<file path="src/rtl/rxd_pkg.sv">
package rxd_pkg;

   localparam int LEN_W = 15;

   // status word bit positions; the host decodes these
   localparam int P_OVF   = 0;
   localparam int P_CRC   = 1;
   localparam int P_LATE  = 6;
   localparam int P_LONG  = 7;
   localparam int P_MCAST = 10;
   localparam int P_RUNT  = 11;
   localparam int P_TYPE  = 12;
   localparam int P_DERR  = 14;
   localparam int P_ESUM  = 15;
   localparam int P_LEN   = 16;
   localparam int P_OWN   = 31;

   typedef enum logic [2:0] {
      S_GET,
      S_RUN,
      S_FETCH,
      S_WB,
      S_DROP
   } rxd_state_e;

   typedef struct packed {
      logic       ovf;
      logic       crc;
      logic       late;
      logic       toolong;
      logic       mcast;
      logic [1:0] dtype;
   } rxd_flags_t;

endpackage

</file>
<file path="src/rtl/rxd_cap_track.sv">
module rxd_cap_track
   import rxd_pkg::*;
#(
   parameter int BCNT_W = 11
) (
   input  logic              clk,
   input  logic              rst_n,
   input  logic              load,
   input  logic              carry,
   input  logic              take,
   input  logic [BCNT_W-1:0] b1_cnt,
   input  logic [BCNT_W-1:0] b2_cnt,
   output logic              full,
   output logic [LEN_W-1:0]  len
);
   localparam int CAP_W = BCNT_W + 1;
   localparam logic [LEN_W-1:0] LEN_MAX = '1;

   logic [CAP_W-1:0] cap_q, used_q;
   logic [LEN_W-1:0] len_q, len_inc;

   assign len_inc = (len_q == LEN_MAX) ? len_q : len_q + LEN_W'(1);
   assign full    = (used_q >= cap_q);
   assign len     = len_q;

   always_ff @(posedge clk or negedge rst_n) begin
      if (!rst_n) begin
         cap_q  <= '0;
         used_q <= '0;
         len_q  <= '0;
      end else if (load) begin
         cap_q  <= {1'b0, b1_cnt} + {1'b0, b2_cnt};
         used_q <= carry ? CAP_W'(1) : '0;
         len_q  <= carry ? len_inc : '0;
      end else if (take) begin
         used_q <= used_q + CAP_W'(1);
         len_q  <= len_inc;
      end
   end


   len_mono_chk: assert property (@(posedge clk) disable iff (!rst_n)
      !(load && !carry) |=> len_q >= $past(len_q));

endmodule

</file>
<file path="src/rtl/rxd_stat_word.sv">
module rxd_stat_word
   import rxd_pkg::*;
#(
   parameter int RUNT_MIN = 64
) (
   input  logic             last,
   input  logic             derr,
   input  rxd_flags_t       fl,
   input  logic [LEN_W-1:0] len,
   output logic [31:0]      word
);
   logic runt;

   assign runt = (int'(len) < RUNT_MIN);

   always_comb begin
      word = '0;
      if (last) begin
         word[P_LEN +: LEN_W] = len;
         word[P_OVF]          = fl.ovf;
         word[P_CRC]          = fl.crc;
         word[P_LATE]         = fl.late;
         word[P_LONG]         = fl.toolong;
         word[P_MCAST]        = fl.mcast;
         word[P_TYPE +: 2]    = fl.dtype;
         word[P_RUNT]         = runt;
         word[P_DERR]         = derr;
         word[P_ESUM]         = fl.ovf | fl.crc | fl.late | fl.toolong | runt | derr;
      end
      word[P_OWN] = 1'b0;
   end

endmodule

</file>
<file path="src/rtl/rx_desc_status_wb.sv">
module rx_desc_status_wb
   import rxd_pkg::*;
#(
   parameter int BCNT_W   = 11,
   parameter int RUNT_MIN = 64
) (
   input  logic              clk,
   input  logic              rst_n,
   input  logic              rx_byte_vld,
   input  logic              rx_eof,
   input  logic              rx_ovf,
   input  logic              rx_crc_err,
   input  logic              rx_late_col,
   input  logic              rx_too_long,
   input  logic              rx_mcast,
   input  logic [1:0]        rx_lb_type,
   output logic              rx_rdy,
   output logic              dsc_req,
   input  logic              dsc_vld,
   input  logic              dsc_own,
   input  logic [BCNT_W-1:0] dsc_b1_cnt,
   input  logic [BCNT_W-1:0] dsc_b2_cnt,
   output logic              wb_vld,
   output logic [31:0]       wb_status,
   input  logic              wb_ack
);
   generate
      if (BCNT_W < 1 || BCNT_W > 16) begin : g_bad_bcnt
         $error("BCNT_W must lie in 1..16");
      end
      if (RUNT_MIN < 1 || RUNT_MIN > (1 << LEN_W) - 1) begin : g_bad_runt
         $error("RUNT_MIN must fit the length field");
      end
   endgenerate

   rxd_state_e       state_q, ret_q;
   logic             last_q, derr_q;
   rxd_flags_t       fl_q;
   logic             full, load, carry, take;
   logic [LEN_W-1:0] len;

   assign rx_rdy  = (state_q == S_RUN) || (state_q == S_DROP);
   assign dsc_req = (state_q == S_GET) || (state_q == S_FETCH);
   assign wb_vld  = (state_q == S_WB);

   assign load  = dsc_vld && dsc_own && ((state_q == S_GET) || (state_q == S_FETCH));
   assign carry = (state_q == S_FETCH);
   assign take  = (state_q == S_RUN) && rx_byte_vld && !rx_eof && !full;

   always_ff @(posedge clk or negedge rst_n) begin
      if (!rst_n) begin
         state_q <= S_GET;
         ret_q   <= S_GET;
         last_q  <= 1'b0;
         derr_q  <= 1'b0;
         fl_q    <= '0;
      end else begin
         case (state_q)
            S_GET: begin
               if (dsc_vld && dsc_own) state_q <= S_RUN;
            end
            S_RUN: begin
               if (rx_eof) begin
                  fl_q    <= '{ovf: rx_ovf, crc: rx_crc_err, late: rx_late_col,
                               toolong: rx_too_long, mcast: rx_mcast, dtype: rx_lb_type};
                  derr_q  <= 1'b0;
                  last_q  <= 1'b1;
                  ret_q   <= S_GET;
                  state_q <= S_WB;
               end else if (rx_byte_vld && full) begin
                  state_q <= S_FETCH;
               end
            end
            S_FETCH: begin
               if (dsc_vld) begin
                  state_q <= S_WB;
                  if (dsc_own) begin
                     last_q <= 1'b0;
                     ret_q  <= S_RUN;
                  end else begin
                     last_q <= 1'b1;
                     derr_q <= 1'b1;
                     fl_q   <= '0;
                     ret_q  <= S_DROP;
                  end
               end
            end
            S_WB: begin
               if (wb_ack) state_q <= ret_q;
            end
            S_DROP: begin
               if (rx_eof) state_q <= S_GET;
            end
            default: state_q <= S_GET;
         endcase
      end
   end

   rxd_cap_track #(.BCNT_W(BCNT_W)) i_track (
      .clk    (clk),
      .rst_n  (rst_n),
      .load   (load),
      .carry  (carry),
      .take   (take),
      .b1_cnt (dsc_b1_cnt),
      .b2_cnt (dsc_b2_cnt),
      .full   (full),
      .len    (len)
   );

   rxd_stat_word #(.RUNT_MIN(RUNT_MIN)) i_word (
      .last (last_q),
      .derr (derr_q),
      .fl   (fl_q),
      .len  (len),
      .word (wb_status)
   );


   wb_hold_chk: assert property (@(posedge clk) disable iff (!rst_n)
      wb_vld && !wb_ack |=> wb_vld && $stable(wb_status));

   wb_exit_chk: assert property (@(posedge clk) disable iff (!rst_n)
      wb_vld && wb_ack |=> !wb_vld);

   nonlast_zero_chk: assert property (@(posedge clk) disable iff (!rst_n)
      wb_vld && !last_q |-> wb_status == 32'h0);

   exhaust_de_chk: assert property (@(posedge clk) disable iff (!rst_n)
      state_q == S_FETCH && dsc_vld && !dsc_own |=> wb_vld && wb_status[P_DERR] && wb_status[P_ESUM]);

   skip_chk: assert property (@(posedge clk) disable iff (!rst_n)
      state_q == S_GET && dsc_vld && !dsc_own |=> dsc_req && !rx_rdy && !wb_vld);

endmodule

</file>
<file path="config.mk">
export PLATFORM = sky130hd
export DESIGN_NAME = rx_desc_status_wb
export DESIGN_NICKNAME = d
export VERILOG_FILES = /design/src/rtl/rxd_pkg.sv /design/src/rtl/rxd_cap_track.sv /design/src/rtl/rxd_stat_word.sv /design/src/rtl/rx_desc_status_wb.sv
export SDC_FILE = /design/constraint.sdc
export NUM_CORES = 1
export LEC_CHECK = 0
export ABC_CLOCK_PERIOD_IN_PS = 7700
export BUFFER_PORTS_ARGS = -buffer_cell sky130_fd_sc_hd__buf_2
export CORE_UTILIZATION = 54
export CTS_CLUSTER_DIAMETER = 150
export DETAILED_ROUTE_END_ITERATION = 10
export GPL_TIMING_DRIVEN = 1
export PLACE_DENSITY_LB_ADDON = 0.12
export SLEW_MARGIN = 40
export SYNTH_ARGS = -nofsm -noshare
export SYNTH_HDL_FRONTEND = slang
export SYNTH_HIERARCHICAL = 1
export SYNTH_SLANG_ARGS = --single-unit
</file>
<file path="constraint.sdc">
create_clock -name clk -period 7.7 [get_ports clk]
set_input_delay 1.155 -clock clk [delete_from_list [all_inputs] [get_ports clk]]
set_output_delay 1.155 -clock clk [all_outputs]
set_load 0.005 [all_outputs]
</file>
==> summary.md <==
| Metric | Value |
|---|---|
| Cell Int Power | 0.621 mW |
| Initial DRT Pass Iterations | 4 |
| Starting density of the core | 56.2% |
| Path type of the worst setup path | flop to flop |
| Antenna violations before repair | 0 |
| Part of the total power dissipated in the clock network | 16.4% |
| Chip Width | 83.5 um |
| Fin Hold WS | 498 ps |
| Layout Utilization | 62.8% |
| Vias in the first global route | 2761 |
| Run status | complete, no violations |
| CP Capture Type | flop |
| Detailed-route vias per instance | 5.62 |
| Vertical die dimension | 83.5 um |
| Yosys warns | 6 |
| Share of synthesized flip-flops with an asynchronous set or reset | 100% |
| Number of buffers inserted to repair setup after CTS | 0 |
| Clock transition at the registers of the reported paths | 100 ps |
| Switching part of the total | 37.6% |
| Average detailed-routed wire length per instance | 13.8 um |
| Period Utilization, post-route | 41.1% |
| Net Switching | 0.374 mW |
| Prevailing post-synth register cell | dfrtp_1 |
| Summed area of non-filler cells in the final layout | 4010 um2 |
| Post-synthesis cell area | 3590 um2 |
| Total track usage | 21.9% |
| Total of cells resized after clock tree synthesis | 0 |
| Num Clock Sinks | 53 |
| Area share of the largest cell type after synthesis | 36.9% |
| Average size of a mapped cell | 9.35 um2 |
| Clock tree from TritonCTS | yes |
| Largest driver fanout on the critical path | 11 |
| Number of setup violations in the final report | 0 |
| Cells taking the most area after synthesis | dfrtp_1, ha_1, and2_1 |
| Post-synthesis register bit count | 53 |
| Transition time at the pin with the least slew margin | 656 ps |
| Routed Wire Length | 7.19 mm |
| Port bufs | 63 |
| Area Overhead vs Synth | 11.7% |
| Leading area contributor after synthesis | dfrtp_1 |
| Combinational share of power | 39.4% |
| Setup TNS | 0 ps |
| Max H-tree Level | 2 |
| Post-synth EDFFs | 0 |
| Global-route wire length before repair | 12.6 mm |
| DRC viols | 0 |
| DRT iter0 DRCs | 120 |
| Number of instances in the synthesized netlist | 384 |
| Post-route worst setup slack | 4530 ps |
| IR drop worst, VDD | 0.000147 V |
| Unrepaired setup endpoints after global routing | no |
| Sequential element share of the synthesized area | 36.9% |
| Core Box Area | 6390 um2 |
| Final Hold Viols | 0 |
| Crit path launch type | flop |
| Antenna cells | 0 |
| # Max-Cap Violations | 0 |
| Maximum root-to-sink buffer count | 2 |
| Max-slew violation total from the final report | 0 |
| Power density over cell area | 248 nW/um2 |
| Count of unique library cells instantiated by Yosys | 67 |
| Library cell used as clock root buffer | clkbuf_8 |
| Routability cong. | 0.819 |
| Final Net Count | 505 |
| Critical Path AT | 3340 ps |
| Maximum operating frequency | 316 MHz |
| Multi-input gate area in the final layout | 2080 um2 |
| Fill count | 565 |
| Sequential Area | 1330 um2 |
| I/O pins | 71 |
| Number of buffers inserted during clock tree synthesis | 5 |
| Place WS | 4450 ps |
| Overall via count from detail_route | 2926 |
| Total half-perimeter wirelength after legalization and detailed placement | 5.31 mm |
| CP required | 7880 ps |
| Static leakage | 2.02 nW |
| Skew final | 13.3 ps |
| Source-to-sink clock delay at the later pin of the worst-skew pair | 310 ps |
| Area post-placement | 3920 um2 |
| Max_slew headroom | 56.3% |
| Standard-cell rows | 29 |
| Final critical-path required period | 3170 ps |
| Proportion of power drawn by flip-flops and latches | 44.2% |
| Worst hold path class | flop to flop |
| Fraction of layout instances using a drive strength above 1 | 21.6% |
| Die ar. | 6980 um2 |
| Antenna Violating Nets Remaining | 0 |
| Gr ovfl total | 0 |
| Hold buffer count at CTS | 0 |
| Largest net degree at the start of global routing | 54 |
==> per-stage QoR <==
step / total power [mW] / std cells
after detailed placement: 0.838 / 513
after floorplan: 0.721 / 390
after global placement: 0.826 / 513
final: 0.995 / 521
after global routing: 1.08 / 521
after CTS: 1.00 / 521
==> layer usage <==
metal  wire length [um]  share of wire (%)  GRT usage, %
met1               3670                 51          32.1
met2               3180                 44          34.4
met3                291                4.0          3.36
met4                 52               0.72          4.93
met5                  0                  0             0
==> Yosys cell counts, drive strengths merged (4+ instances only) <==
cell type / n
and3: 8
o21a: 4
a31oi: 6
a211oi: 7
buf: 17
dfrtp: 53
xnor2: 5
ha: 25
nand2: 17
nand3: 8
nor2: 34
xor2: 10
o21ai: 26
a41oi: 4
a22o: 9
inv: 20
nand4: 8
a21oi: 23
mux2i: 9
a21o: 8
and2: 26
nor3: 8
==> layout make-up <==
type / count / share of cell area [%]
inverter: 21 / 1.96
timing repair buffer: 66 / 8.42
multi-input combinational: 296 / 51.8
sequential: 53 / 33.1
clock inverter: 2 / 0.343
tap: 77 / 2.40
clock buffer: 6 / 2.06
==> cells by family after synthesis <==
kind of cell	Yosys count	share of synthesized area (%)
muxes	11	3.14
DFF	53	36.9
adders and majority gates	26	9.27
AOI/OAI and AO/OA	103	19.0
and+or+nand+nor	134	22.0
other	1	0.104
xor gates and xnor gates	15	3.66
buffers and inverters	41	5.85
==> power groups by stage <==
stage | clock (mW) | sequential, mW | combinational [mW]
after global routing | 0.181 | 0.455 | 0.445
after CTS | 0.168 | 0.440 | 0.396
after global placement | 0 | 0.441 | 0.385
after detailed placement | 0 | 0.446 | 0.393
final | 0.163 | 0.440 | 0.392
after floorplan | 0 | 0.406 | 0.316
==> worst max-delay path: stages (launching register included) <==
cell and delay (ps):
dfrtp_1 430, ha_1 310, a211o_1 300, a31oi_1 150, nor3_1 80, a211oi_1 240, o21ai_0 200, nor3b_1 230
buf_4 210, and3_2 240, nand4_4 140, nor4_1 320, xnor2_1 160, nor2_1 50
==> sequential cells by signal, summed over array words and instances, names as in the netlist <==
name / flops
last_q: 1
i_track/cap_q: 12
i_track/len: 15
state_q: 3
ret_q: 2
derr_q: 1
fl_q: 7
i_track/used_q: 12
==> path summary, 6_finish.rpt <==
path                                                     from                             end  slack [ps]  cells past startpoint
min in group asynchronous                               rst_n      i_track/len[1]$_DFFE_PN0P_         970                      2
worst max-delay path            i_track/used_q[2]$_DFFE_PN0P_  i_track/used_q[11]$_DFFE_PN0P_        4530                     13
worst min-delay path             i_track/cap_q[9]$_DFFE_PN0P_    i_track/cap_q[9]$_DFFE_PN0P_         500                      2
max in group asynchronous                               rst_n  i_track/used_q[10]$_DFFE_PN0P_        6310                      2
worst max register to register  i_track/used_q[2]$_DFFE_PN0P_  i_track/used_q[11]$_DFFE_PN0P_        4530                     13
worst min register to register   i_track/cap_q[9]$_DFFE_PN0P_    i_track/cap_q[9]$_DFFE_PN0P_         500                      2
==> placed cells by master, fill, tap and decap left out, drive strengths merged, types with 10 or more instances in the layout <==
cell | synthesis | final
xor2 | 10 | 10
nand2 | 17 | 17
a21oi | 23 | 23
nor2 | 34 | 34
and2 | 26 | 26
dfrtp | 53 | 53
buf | 17 | 66
inv | 20 | 20
o21ai | 26 | 26
ha | 25 | 25
Power figures use the tool's default switching activity.
